### src/rtl/hsc_pkg.sv
package hsc_pkg;

  typedef enum logic [2:0] {
    CLS_CLEAN  = 3'd0,
    CLS_DATA   = 3'd1,
    CLS_CHECK  = 3'd2,
    CLS_DOUBLE = 3'd3,
    CLS_UNUSED = 3'd4
  } cls_e;

  function automatic int chk_count(int dw);
    int p;
    p = 1;
    while ((1 << p) < dw + p + 1) p++;
    return p;
  endfunction

  function automatic bit is_pow2(int v);
    return (v != 0) && ((v & (v - 1)) == 0);
  endfunction

  function automatic int data_pos(int j);
    int cnt;
    int pos;
    cnt = -1;
    pos = 0;
    for (int q = 1; q < 64; q++) begin
      if (!is_pow2(q) && pos == 0) begin
        cnt++;
        if (cnt == j) pos = q;
      end
    end
    return pos;
  endfunction

  function automatic bit in_group(int pos, int k);
    return ((pos >> k) & 1) == 1;
  endfunction

endpackage

### src/rtl/hsc_encoder.sv
module hsc_encoder #(
  parameter int DATA_W = 4,
  parameter int P_W    = 3,
  parameter int CW_W   = 8
) (
  input  logic [DATA_W-1:0] din,
  output logic [CW_W-1:0]   code
);
  localparam int HAM_N = CW_W - 1;

  always_comb begin
    logic acc;
    code = '0;
    for (int j = 0; j < DATA_W; j++) begin
      code[hsc_pkg::data_pos(j) - 1] = din[j];
    end
    for (int k = 0; k < P_W; k++) begin
      acc = 1'b1;
      for (int i = 0; i < HAM_N; i++) begin
        if (hsc_pkg::in_group(i + 1, k)) acc = acc ^ code[i];
      end
      code[(1 << k) - 1] = acc;
    end
    code[CW_W-1] = ~(^code[HAM_N-1:0]);
  end

endmodule

### src/rtl/hsc_syndrome.sv
module hsc_syndrome #(
  parameter int P_W  = 3,
  parameter int CW_W = 8
) (
  input  logic [CW_W-1:0] code,
  output logic [P_W-1:0]  synd,
  output logic            ovr_mis
);
  localparam int HAM_N = CW_W - 1;

  always_comb begin
    logic acc;
    for (int k = 0; k < P_W; k++) begin
      acc = 1'b1;
      for (int i = 0; i < HAM_N; i++) begin
        if (hsc_pkg::in_group(i + 1, k)) acc = acc ^ code[i];
      end
      synd[k] = acc;
    end
    ovr_mis = ~(^code);
  end

endmodule

### src/rtl/hsc_classify.sv
module hsc_classify #(
  parameter int DATA_W = 4,
  parameter int P_W    = 3,
  parameter int CW_W   = 8
) (
  input  logic [P_W-1:0]    synd,
  input  logic              ovr_mis,
  input  logic [DATA_W-1:0] rx_data,
  output logic [DATA_W-1:0] dout,
  output hsc_pkg::cls_e     cls
);
  localparam int HAM_N = CW_W - 1;

  logic [DATA_W-1:0] flip_mask;
  int                spos;

  always_comb begin
    spos      = int'(synd);
    flip_mask = '0;
    if (spos == 0) begin
      cls = ovr_mis ? hsc_pkg::CLS_CHECK : hsc_pkg::CLS_CLEAN;
    end else if (!ovr_mis) begin
      cls = hsc_pkg::CLS_DOUBLE;
    end else if (spos > HAM_N) begin
      cls = hsc_pkg::CLS_UNUSED;
    end else if (hsc_pkg::is_pow2(spos)) begin
      cls = hsc_pkg::CLS_CHECK;
    end else begin
      cls = hsc_pkg::CLS_DATA;
      for (int j = 0; j < DATA_W; j++) begin
        if (hsc_pkg::data_pos(j) == spos) flip_mask[j] = 1'b1;
      end
    end
    dout = rx_data ^ flip_mask;
  end

  always_comb begin
    if (cls == hsc_pkg::CLS_CLEAN)
      AST_CLEAN_PASS: assert (dout == rx_data) else $error("clean altered data");
    if (cls == hsc_pkg::CLS_DATA)
      AST_DATA_FIX_ONE: assert ($countones(dout ^ rx_data) == 1) else $error("repair not one bit");
    if (cls == hsc_pkg::CLS_CHECK)
      AST_CHK_PASS: assert (dout == rx_data) else $error("check error altered data");
    if (cls == hsc_pkg::CLS_DOUBLE || cls == hsc_pkg::CLS_UNUSED)
      AST_UNCORR_PASS: assert (dout == rx_data) else $error("false correction");
  end

endmodule

### src/rtl/hsc_codec.sv
module hsc_codec #(
  parameter  int DATA_W = 4,
  localparam int P_W    = hsc_pkg::chk_count(DATA_W),
  localparam int CW_W   = DATA_W + P_W + 1
) (
  input  logic [DATA_W-1:0] din,
  output logic [CW_W-1:0]   code_out,
  input  logic [CW_W-1:0]   code_in,
  output logic [DATA_W-1:0] dout,
  output logic              flag_clean,
  output logic              flag_data_fix,
  output logic              flag_chk_fix,
  output logic              flag_uncorr
);

  logic [P_W-1:0]    synd;
  logic              ovr_mis;
  logic [DATA_W-1:0] rx_data;
  hsc_pkg::cls_e     cls;

  hsc_encoder #(.DATA_W(DATA_W), .P_W(P_W), .CW_W(CW_W)) u_enc (
    .din  (din),
    .code (code_out)
  );

  hsc_syndrome #(.P_W(P_W), .CW_W(CW_W)) u_syn (
    .code    (code_in),
    .synd    (synd),
    .ovr_mis (ovr_mis)
  );

  for (genvar j = 0; j < DATA_W; j++) begin : g_rx
    assign rx_data[j] = code_in[hsc_pkg::data_pos(j) - 1];
  end

  hsc_classify #(.DATA_W(DATA_W), .P_W(P_W), .CW_W(CW_W)) u_cls (
    .synd    (synd),
    .ovr_mis (ovr_mis),
    .rx_data (rx_data),
    .dout    (dout),
    .cls     (cls)
  );

  assign flag_clean    = (cls == hsc_pkg::CLS_CLEAN);
  assign flag_data_fix = (cls == hsc_pkg::CLS_DATA);
  assign flag_chk_fix  = (cls == hsc_pkg::CLS_CHECK);
  assign flag_uncorr   = (cls == hsc_pkg::CLS_DOUBLE) || (cls == hsc_pkg::CLS_UNUSED);

  always_comb begin
    AST_ONE_CLASS: assert ($countones({flag_clean, flag_data_fix, flag_chk_fix, flag_uncorr}) == 1)
      else $error("flags not one-hot");
    if (synd == '0 && !ovr_mis)
      AST_CLEAN_ON_ZERO: assert (flag_clean && dout == rx_data) else $error("zero syndrome not clean");
    if (synd != '0 && !ovr_mis)
      AST_DOUBLE_FLAGGED: assert (flag_uncorr) else $error("double error missed");
  end

endmodule

### config.mk
export PLATFORM = sky130hd
export DESIGN_NAME = hsc_codec
export DESIGN_NICKNAME = d
export VERILOG_FILES = /design/src/rtl/hsc_pkg.sv /design/src/rtl/hsc_encoder.sv /design/src/rtl/hsc_syndrome.sv /design/src/rtl/hsc_classify.sv /design/src/rtl/hsc_codec.sv
export SDC_FILE = /design/constraint.sdc
export NUM_CORES = 1
export LEC_CHECK = 0
export BUFFER_PORTS_ARGS = -buffer_cell sky130_fd_sc_hd__clkbuf_2
export CORE_AREA = 4 4 41 43
export DETAILED_ROUTE_END_ITERATION = 10
export DIE_AREA = 0 0 45 47
export MAX_ROUTING_LAYER = met4
export PLACE_DENSITY = 0.79
export SYNTH_ARGS = -nofsm -noshare
export SYNTH_HDL_FRONTEND = slang
export SYNTH_SLANG_ARGS = --single-unit
### constraint.sdc
create_clock -name vclk -period 2.15
set_clock_uncertainty 0.15 [all_clocks]
set_input_delay 0.3225 -clock vclk [all_inputs]
set_output_delay 0.3225 -clock vclk [all_outputs]
set_load 0.02 [all_outputs]
Yosys cells after proc, flatten, opt, wreduce, memory -nomap -nowiden
Cells that the tools add are included.

Flip-flop bits (word level): 0. Input bits: 12. Logic and storage cells: 2709.

Add/sub/neg operators: 220. Equal/unequal tests: 176. Mux-type cells: 2005. Bitwise gates (word level): 23. Reductions and logical operators: 285.

Operators by type and width (number): two-way mux 32 bit (1991); zero test 32 bit (278); adder 32 x 2 -> 32 bit, second input constant (219); equality test 32 x 3 -> 1 bit, second input constant (112); equality test 32 x 2 -> 1 bit, second input constant (56); equality test 32 x 4 -> 1 bit (4); bitwise AND 4 x 32 -> 32 bit (1); XOR 1 bit (15); two-way mux 3 bit (4); two-way mux 4 bit (3); XOR reduction 8 bit (1); XOR reduction 7 bit (1); equality test 3 x 2 -> 1 bit, second input constant (2); zero test 3 bit (2); two-way mux 2 bit (3); inverter 1 bit (6); two-way mux 1 bit (4); subtractor 3 x 1 -> 4 bit, second input constant (1); XOR 4 bit (1); equality test 3 x 1 -> 1 bit, second input constant (1); equality test 3 bit, second input constant (1); nonzero test 3 bit (1); logical AND 1 bit (1); logical OR 1 bit (1).

Longest topological paths before layout
Gate-level depths: netlist of run 1.

Depth after elaboration: 353. Depth in mapped cells: 5. Mapped depth without buffers: 4.

Modules after synthesis
From an unflattened synthesis of run 1, not the netlist that was laid out.

Cells, all modules: 44. Area total of the unflattened synthesis: 426.7 sq um.

Modules (own cells, without submodules): hsc_classify (times used 1, cells an instance 20, area an instance 137.6 sq um, seq. area each 0.0 sq um); hsc_syndrome (times used 1, cells an instance 10, area an instance 131.4 sq um, seq. area each 0.0 sq um); hsc_encoder (times used 1, cells an instance 8, area an instance 121.4 sq um, seq. area each 0.0 sq um); hsc_codec (times used 1, cells an instance 6, area an instance 36.3 sq um, seq. area each 0.0 sq um).

Worst setup path before layout of run 1
OpenSTA, ideal clock, no wires.

Kind: input-to-output. Start point: in code_in[5]. End point: out dout[0]. Data arrival time: 1.692 ns. Slack: -0.014 ns. Cell stages on the path: 5. Buffers on the path: 1. Cells stage by stage: buf_6 xnor3_2 xnor2_4 a21oi_1 nor3_1.

Word-level cells in the longest chain between the ends: 10. Elaborated cells between the ends (all ways): 17. Those cells by class: add/sub: 1; eq/ne: 1; mux: 4; bitwise: 6; reduce/logical: 5.

RTL lines: from (decl) (line hsc_codec.sv:8) `input logic [CW_W-1:0] code_in,`; XOR 1 bit (2 in a row) (line hsc_syndrome.sv:16) `if (hsc_pkg::in_group(i + 1, k)) acc = acc ^ code[i];`; subtractor 3 x 1 -> 4 bit (line hsc_pkg.sv:19) `return (v != 0) && ((v & (v - 1)) == 0);`; bitwise AND 4 x 32 -> 32 bit (line hsc_pkg.sv:19); zero test 32 bit (line hsc_pkg.sv:19); logical AND 1 bit (line hsc_pkg.sv:19); two-way mux 4 bit (line hsc_classify.sv:26) `end else if (hsc_pkg::is_pow2(spos)) begin`; two-way mux 4 bit (line hsc_classify.sv:22) `end else if (!ovr_mis) begin`; two-way mux 4 bit * (line hsc_classify.sv:20) `if (spos == 0) begin`; XOR 4 bit * (line hsc_classify.sv:34) `dout = rx_data ^ flip_mask;`; to (decl) (line hsc_codec.sv:9) `output logic [DATA_W-1:0] dout,`.

Mark *: on every way between the ends. The rest lies on a longest branch, timed or not.

Worst setup path in the final report of run 1
Start point: in code_in[3]. End point: out dout[2].

Word-level cells in the longest chain between the ends: 12. Elaborated cells between the ends (all ways): 17. Those cells by class: add/sub: 1; eq/ne: 1; mux: 4; bitwise: 6; reduce/logical: 5.

RTL lines (line): inverter 1 bit (no line); XOR 1 bit (3 in a row) (hsc_syndrome.sv:16); subtractor 3 x 1 -> 4 bit (hsc_pkg.sv:19); bitwise AND 4 x 32 -> 32 bit (hsc_pkg.sv:19); zero test 32 bit (hsc_pkg.sv:19); logical AND 1 bit (hsc_pkg.sv:19); two-way mux 4 bit (hsc_classify.sv:26); two-way mux 4 bit (hsc_classify.sv:22); two-way mux 4 bit * (hsc_classify.sv:20); XOR 4 bit * (hsc_classify.sv:34).

Marked as above.

==> results of run 1 <==
cell type report:
class / count / area, sq um / share of cell area, %
multi-input cells: 63 / 514.2 / 65.55
repair buffers: 42 / 247.7 / 31.58
well taps: 15 / 18.77 / 2.392
inverters: 1 / 3.754 / 0.4785
metal layers:
metal | up-vias | global-route usage [%]
li1 | 323 | -
met1 | 270 | 20.00
met2 | 16 | 23.45
met3 | 0 | 0
met4 | 0 | 0
met5 | - | -
worst min-delay path by stage:
stage / slack [ps] / end
after global routing: 770 / code_out[2]
after global placement: 760 / code_out[2]
after detailed placement: 760 / code_out[5]
final: 760 / code_out[5]
after floorplan: 610 / code_out[2]
after CTS: 760 / code_out[5]
timing repair:
| action | CTS | global route |
|---|---|---|
| endpoints found under the setup margin | 1 | 8 |
| pin swaps | 1 | 2 |
| buffers inserted | 0 | 2 |
| resized for setup | 0 | 8 |
| hold endpoints to repair | 0 | 0 |
placed cells by master, fill, tap and decap left out, drive strengths merged, types with 2 or more instances in the layout:
master  netlist  routed
o211ai        3       3
a21oi         2       2
o21ai         5       5
buf          10      15
nor2          6       6
nand2         4       4
nand3         2       2
and3          3       3
o211a         2       2
nor2b         2       2
nor3          4       4
xnor2        10      10
xor2          8       8
a211oi        2       2
clkbuf        0      27
where the power goes:
part	total, mW	switching [mW]	leakage (nW)	internal, mW
registers	0	0	0	0
clock network	0	0	0	0
logic	0.371	0.210	0.386	0.161
cells by family (layout without fill, tap and decap cells):
family                    count (synthesis)  in the layout  synth area share [%]
and+or+nand+nor                          25             25                 22.96
buffers and inverters                    11             43                 15.01
xor gates and xnor gates                 19             19                 39.29
AOI/OAI and AO/OA                        19             19                 22.74
per-stage QoR:
step / instances / hold WS [ps] / setup WS (ps)
after floorplan: 74 / 607.6 / 14.63
after global placement: 119 / 757.1 / 24.54
after CTS: 119 / 759.6 / 11.62
after detailed placement: 119 / 759.2 / -3.672
after global routing: 121 / 768.3 / 0.4190
final: 121 / 757.8 / 66.70
==> impl_metrics.env, run 1 <==
export IMPL_die_h_microns=47
export IMPL_final_setup_viol_count=0
export IMPL_slowest_stage="xnor3_2"
export IMPL_fill_cells=125
export IMPL_yosys_area_top_type="xnor2_1"
export IMPL_dieArea_sq_um=2115
export IMPL_stdcell_area_sq_um=784.5
export IMPL_critPathBufInv=3
export IMPL_synth_area_sq_um=566.8
export IMPL_nNetsFinal=120
export IMPL_drv_slew=0
export IMPL_core_sq_um=1301
export IMPL_place_area_sq_um=739.5
export IMPL_leakage_nw=0.3856
export IMPL_cpMostUsedCell="clkbuf_2"
export IMPL_overflow=0
export IMPL_fmax_mhz=480.0
export IMPL_antenna_found_initial=0
export IMPL_slowest_delay_ps=480
export IMPL_gp_congestion=0.8473
export IMPL_total_power_uw=371.0
export IMPL_critical_path_top_delay_family="XOR/XNOR gates"
export IMPL_pin_count=28
export IMPL_grt_pass1_vias=515
export IMPL_vias_per_cell=5.033
export IMPL_dr_pass1_iters=4
export IMPL_crit_chain="clkbuf_2 -> xnor3_2 -> xor2_1 -> buf_4 -> o211ai_1 -> o211a_1 -> clkbuf_2"
export IMPL_tns_ps=0
export IMPL_hold_viol_final=0
export IMPL_end_kind="output port"
export IMPL_crit_path_max_fanout=4
export IMPL_vdd_drop_max_mv=0.1982
export IMPL_avgSynthCellArea_sq_um=7.659
export IMPL_crit_start="code_in[3]"
export IMPL_drcViolationCount=0
export IMPL_cp_data_required_time_ps=1680
export IMPL_met2_length_microns=705
export IMPL_dieWidth_microns=45
export IMPL_seq_cell_count=0
export IMPL_worst_setup_path_type="in2out"
export IMPL_hold_depth=2
export IMPL_synth_common_cells="xnor2_1 (8), nor2_1 (6), xor2_1 (6)"
export IMPL_final_core_util_pct=60.29
export IMPL_hold_buffers=0
export IMPL_p_per_area_nw_per_um2=472.9
export IMPL_final_antenna_net_count=0
export IMPL_max_cap_viol_count=0
export IMPL_yosys_warnings=0
export IMPL_track_usage_pct=13.95
export IMPL_num_vias=609
export IMPL_arrival_ps=1610
export IMPL_synth_top_area_share_pct=12.36
export IMPL_worst_setup_path_start_kind="primary input"
export IMPL_fin_crit_ps=2083
export IMPL_syn_inst=74
export IMPL_status="finished clean"
export IMPL_yosysSeqAreaShare_pct=0
export IMPL_wl_met1_microns=649
export IMPL_grt_pass1_wl_microns=2221
export IMPL_period_share_pct=96.90
export IMPL_nClkBuffers=0
export IMPL_ys_types=30
export IMPL_drive_above_1_share_pct=50.00
export IMPL_grt_max_degree=9
export IMPL_diodes=0
export IMPL_wl_microns=1420
export IMPL_worstSetupPathDepth=7
export IMPL_dp_hpwl_microns=1172
export IMPL_min_from="din[2]"
export IMPL_regArea_sq_um=0
export IMPL_std_cell_rows=13
export IMPL_drt_iter0_markers=5
export IMPL_portBuffers=28
export IMPL_endpoint="dout[2]"
export IMPL_tightest_slew_ps=344.0
export IMPL_highest_layer="met3"
export IMPL_rsz0062_at_grt="no"
export IMPL_avgRoutedWirePerCell_microns=11.74
export IMPL_wl_met3_microns=65
export IMPL_synth_fp_nets=86
export IMPL_worst_hold_path_type="in2out"
export IMPL_synth_area_leaders="xnor2_1 (12%), xor2_1 (9.3%), buf_4 (6.6%)"
export IMPL_relSlewSlack_pct=76.90
export IMPL_yosysMostFrequentCell="xnor2_1"
export IMPL_area_growth_pct=38.41
export IMPL_start_util_pct=43.56
(Power assumes the default switching activity.)
==> inputs of run 2 (changes only) <==
--- a/config.mk
+++ b/config.mk
@@ -6,11 +6,13 @@
 export NUM_CORES = 1
 export LEC_CHECK = 0
 export BUFFER_PORTS_ARGS = -buffer_cell sky130_fd_sc_hd__clkbuf_2
+export CAP_MARGIN = 20
 export CORE_AREA = 4 4 41 43
 export DETAILED_ROUTE_END_ITERATION = 10
 export DIE_AREA = 0 0 45 47
 export MAX_ROUTING_LAYER = met4
-export PLACE_DENSITY = 0.79
+export PLACE_DENSITY = 0.68
 export SYNTH_ARGS = -nofsm -noshare
 export SYNTH_HDL_FRONTEND = slang
+export SYNTH_HIERARCHICAL = 1
 export SYNTH_SLANG_ARGS = --single-unit
==> run 2 against run 1 <==
The run now ends with negative setup slack left. Combinational power grew 74%. Global-route usage down 2.1 points. Final cell count down 17%. Sequential cell count stayed put. Via count decreased by 24%. Setup slack worse by 470 ps. Fmax decreased by 18%. Die area did not move. Hold slack improved by 4.7 ps. Largest cell class unchanged. Largest power group unchanged.
==> impl_metrics.env, run 2 <==
export IMPL_fmax_mhz=391.5
export IMPL_total_power_uw=647.4
export IMPL_final_antenna_net_count=0
export IMPL_seq_cell_count=0
export IMPL_yosys_warnings=6
export IMPL_final_cell_mix="clkbuf_2 (18), buf_4 (18), buf_6 (6), xnor2_2 (6), clkbuf_8 (5)"
export IMPL_hold_viol_final=0
export IMPL_end_kind="output port"
export IMPL_met2_length_microns=686
export IMPL_drt_iter0_markers=4
export IMPL_slowest_stage="xnor3_2"
export IMPL_dieArea_sq_um=2115
export IMPL_grt_max_degree=8
export IMPL_p_seq_share_pct=0
export IMPL_grt_pass1_wl_microns=1890
export IMPL_violations="negative setup slack"
export IMPL_gp_congestion=0.6728
export IMPL_wl_met3_microns=64
export IMPL_ys_types=20
export IMPL_p_comb_share_pct=100.0
export IMPL_die_h_microns=47
export IMPL_yosys_area_top_type="xnor3_1"
export IMPL_stdcell_area_sq_um=927.1
export IMPL_synthSimpleGateAreaFrac_pct=21.11
export IMPL_final_setup_viol_count=8
export IMPL_pin_count=28
export IMPL_regArea_sq_um=0
export IMPL_wl_met1_microns=442
export IMPL_drcViolationCount=0
export IMPL_num_vias=462
export IMPL_fin_crit_ps=2554
export IMPL_place_area_sq_um=744.5
export IMPL_synth_fa_ha_area_share_pct=2.639
export IMPL_synth_top_family_by_area="XOR/XNOR gates"
export IMPL_final_core_util_pct=71.25
export IMPL_std_cell_rows=13
export IMPL_period_share_pct=118.8
export IMPL_p_int_uw=354.1
export IMPL_yosysMostFrequentCell="xnor2_1"
export IMPL_arrival_ps=2080
export IMPL_crit_chain="clkbuf_2 -> xnor3_2 -> xor2_4 -> maj3_2 -> a21oi_4 -> nand2_2 -> o22ai_4 -> buf_8"
export IMPL_muxShareOfSynthArea_pct=0
export IMPL_dp_hpwl_microns=911.8
export IMPL_synth_xor_area_share_pct=60.41
export IMPL_synth_compound_area_share_pct=3.812
export IMPL_status="finished with violations"
export IMPL_nClkBuffers=0
export IMPL_highest_layer="met3"
export IMPL_p_per_area_nw_per_um2=698.2
export IMPL_switching_share_pct=45.30
export IMPL_fill_cells=95
export IMPL_cp_data_required_time_ps=1680
export IMPL_synth_area_leaders="xnor3_1 (21%), xnor2_1 (21%), xor3_1 (11%)"
export IMPL_nNetsFinal=99
export IMPL_syn_inst=44
export IMPL_slowest_delay_ps=470
export IMPL_synth_top_area_share_pct=21.11
export IMPL_pre_cts_slack_ps=-481.7
export IMPL_max_cap_viol_count=0
export IMPL_core_sq_um=1301
export IMPL_avgRoutedWirePerCell_microns=11.93
export IMPL_grt_pass1_vias=452
export IMPL_critical_path_top_delay_family="XOR/XNOR gates"
export IMPL_hold_buffers=0
export IMPL_critPathBufInv=2
export IMPL_synth_common_cells="xnor2_1 (10), buf_4 (5), xnor3_1 (4)"
export IMPL_multi_input_area_sq_um=531.8
export IMPL_place_inst=94
export IMPL_worst_hold_path_type="in2out"
export IMPL_drv_slew=0
export IMPL_crit_path_max_fanout=5
export IMPL_avgSynthCellArea_sq_um=9.697
export IMPL_vdd_drop_max_mv=0.3104
export IMPL_worst_setup_path_type="in2out"
export IMPL_track_usage_pct=11.83
export IMPL_leakage_nw=0.4693
export IMPL_diodes=0
export IMPL_yosysSeqAreaShare_pct=0
export IMPL_pwr_share_clk_pct=0
export IMPL_tns_ps=-2549
export IMPL_dieWidth_microns=45
export IMPL_start_util_pct=32.79
export IMPL_synth_area_sq_um=426.7
export IMPL_worst_setup_path_start_kind="primary input"
export IMPL_drive_above_1_share_pct=80.00
export IMPL_antenna_found_initial=0
export IMPL_final_cells=100
export IMPL_fin_ws_ps=-404.3
export IMPL_synth_fp_nets=56
export IMPL_portBuffers=28
export IMPL_rsz0062_at_grt="yes"
export IMPL_vias_per_cell=4.620
export IMPL_area_growth_pct=117.3
export IMPL_p_sw_uw=293.3
export IMPL_overflow=0
export IMPL_wl_microns=1193
export IMPL_dr_pass1_iters=4
export IMPL_hold_ws_ps=762.5
[run 2: changes by cell type in the layout (fill, tap and decap cells not counted), moves of 4 or more]
cell,change
clkbuf_8,+5
clkbuf_2,-9
buf_6,+6
nand2_1,-4
o21ai_0,-4
xor2_1,-5
nor2_1,-6
[run 2: final timing paths]
| kind | from | endpoint | depth (start not counted) |
|---|---|---|---|
| worst max-delay path | code_in[1] | flag_uncorr | 8 |
| worst min-delay path | din[3] | code_out[6] | 2 |
[run 2: layout make-up]
cell class | instances | area share (%)
well taps | 15 | 2.024
repair buffers | 48 | 40.62
multi-input cells | 37 | 57.35
[run 2: cell families (layout without fill, tap and decap cells)]
kind of cell | count (synthesis) | count (layout)
buffers and inverters | 7 | 48
XOR/XNOR | 18 | 18
AND/OR/NAND/NOR | 14 | 14
adder cells (fa/ha/maj) | 1 | 1
AO/OA/AOI/OAI | 3 | 3
other | 1 | 1
[run 2: power by group through the flow]
stage	Clock, mW	Combinational [mW]	Sequential [mW]
2_1_floorplan	0	0.355	0
3_3_place_gp	0	0.497	0
3_5_place_dp	0	0.507	0
4_1_cts	0	0.578	0
5_1_grt	0	0.687	0
6_report	0	0.647	0
[run 2: metal layers]
layer	track usage, %	up-vias
met5	-	-
met4	0	0
met3	0	0
met2	23.45	15
met1	14.15	211
li1	-	236
[run 2: repair_timing]
action / in CTS / in global routing
setup endpoints to repair: 8 / 8
resized for setup: 14 / 17
setup buffers: 3 / 3
pin swaps: 6 / 7
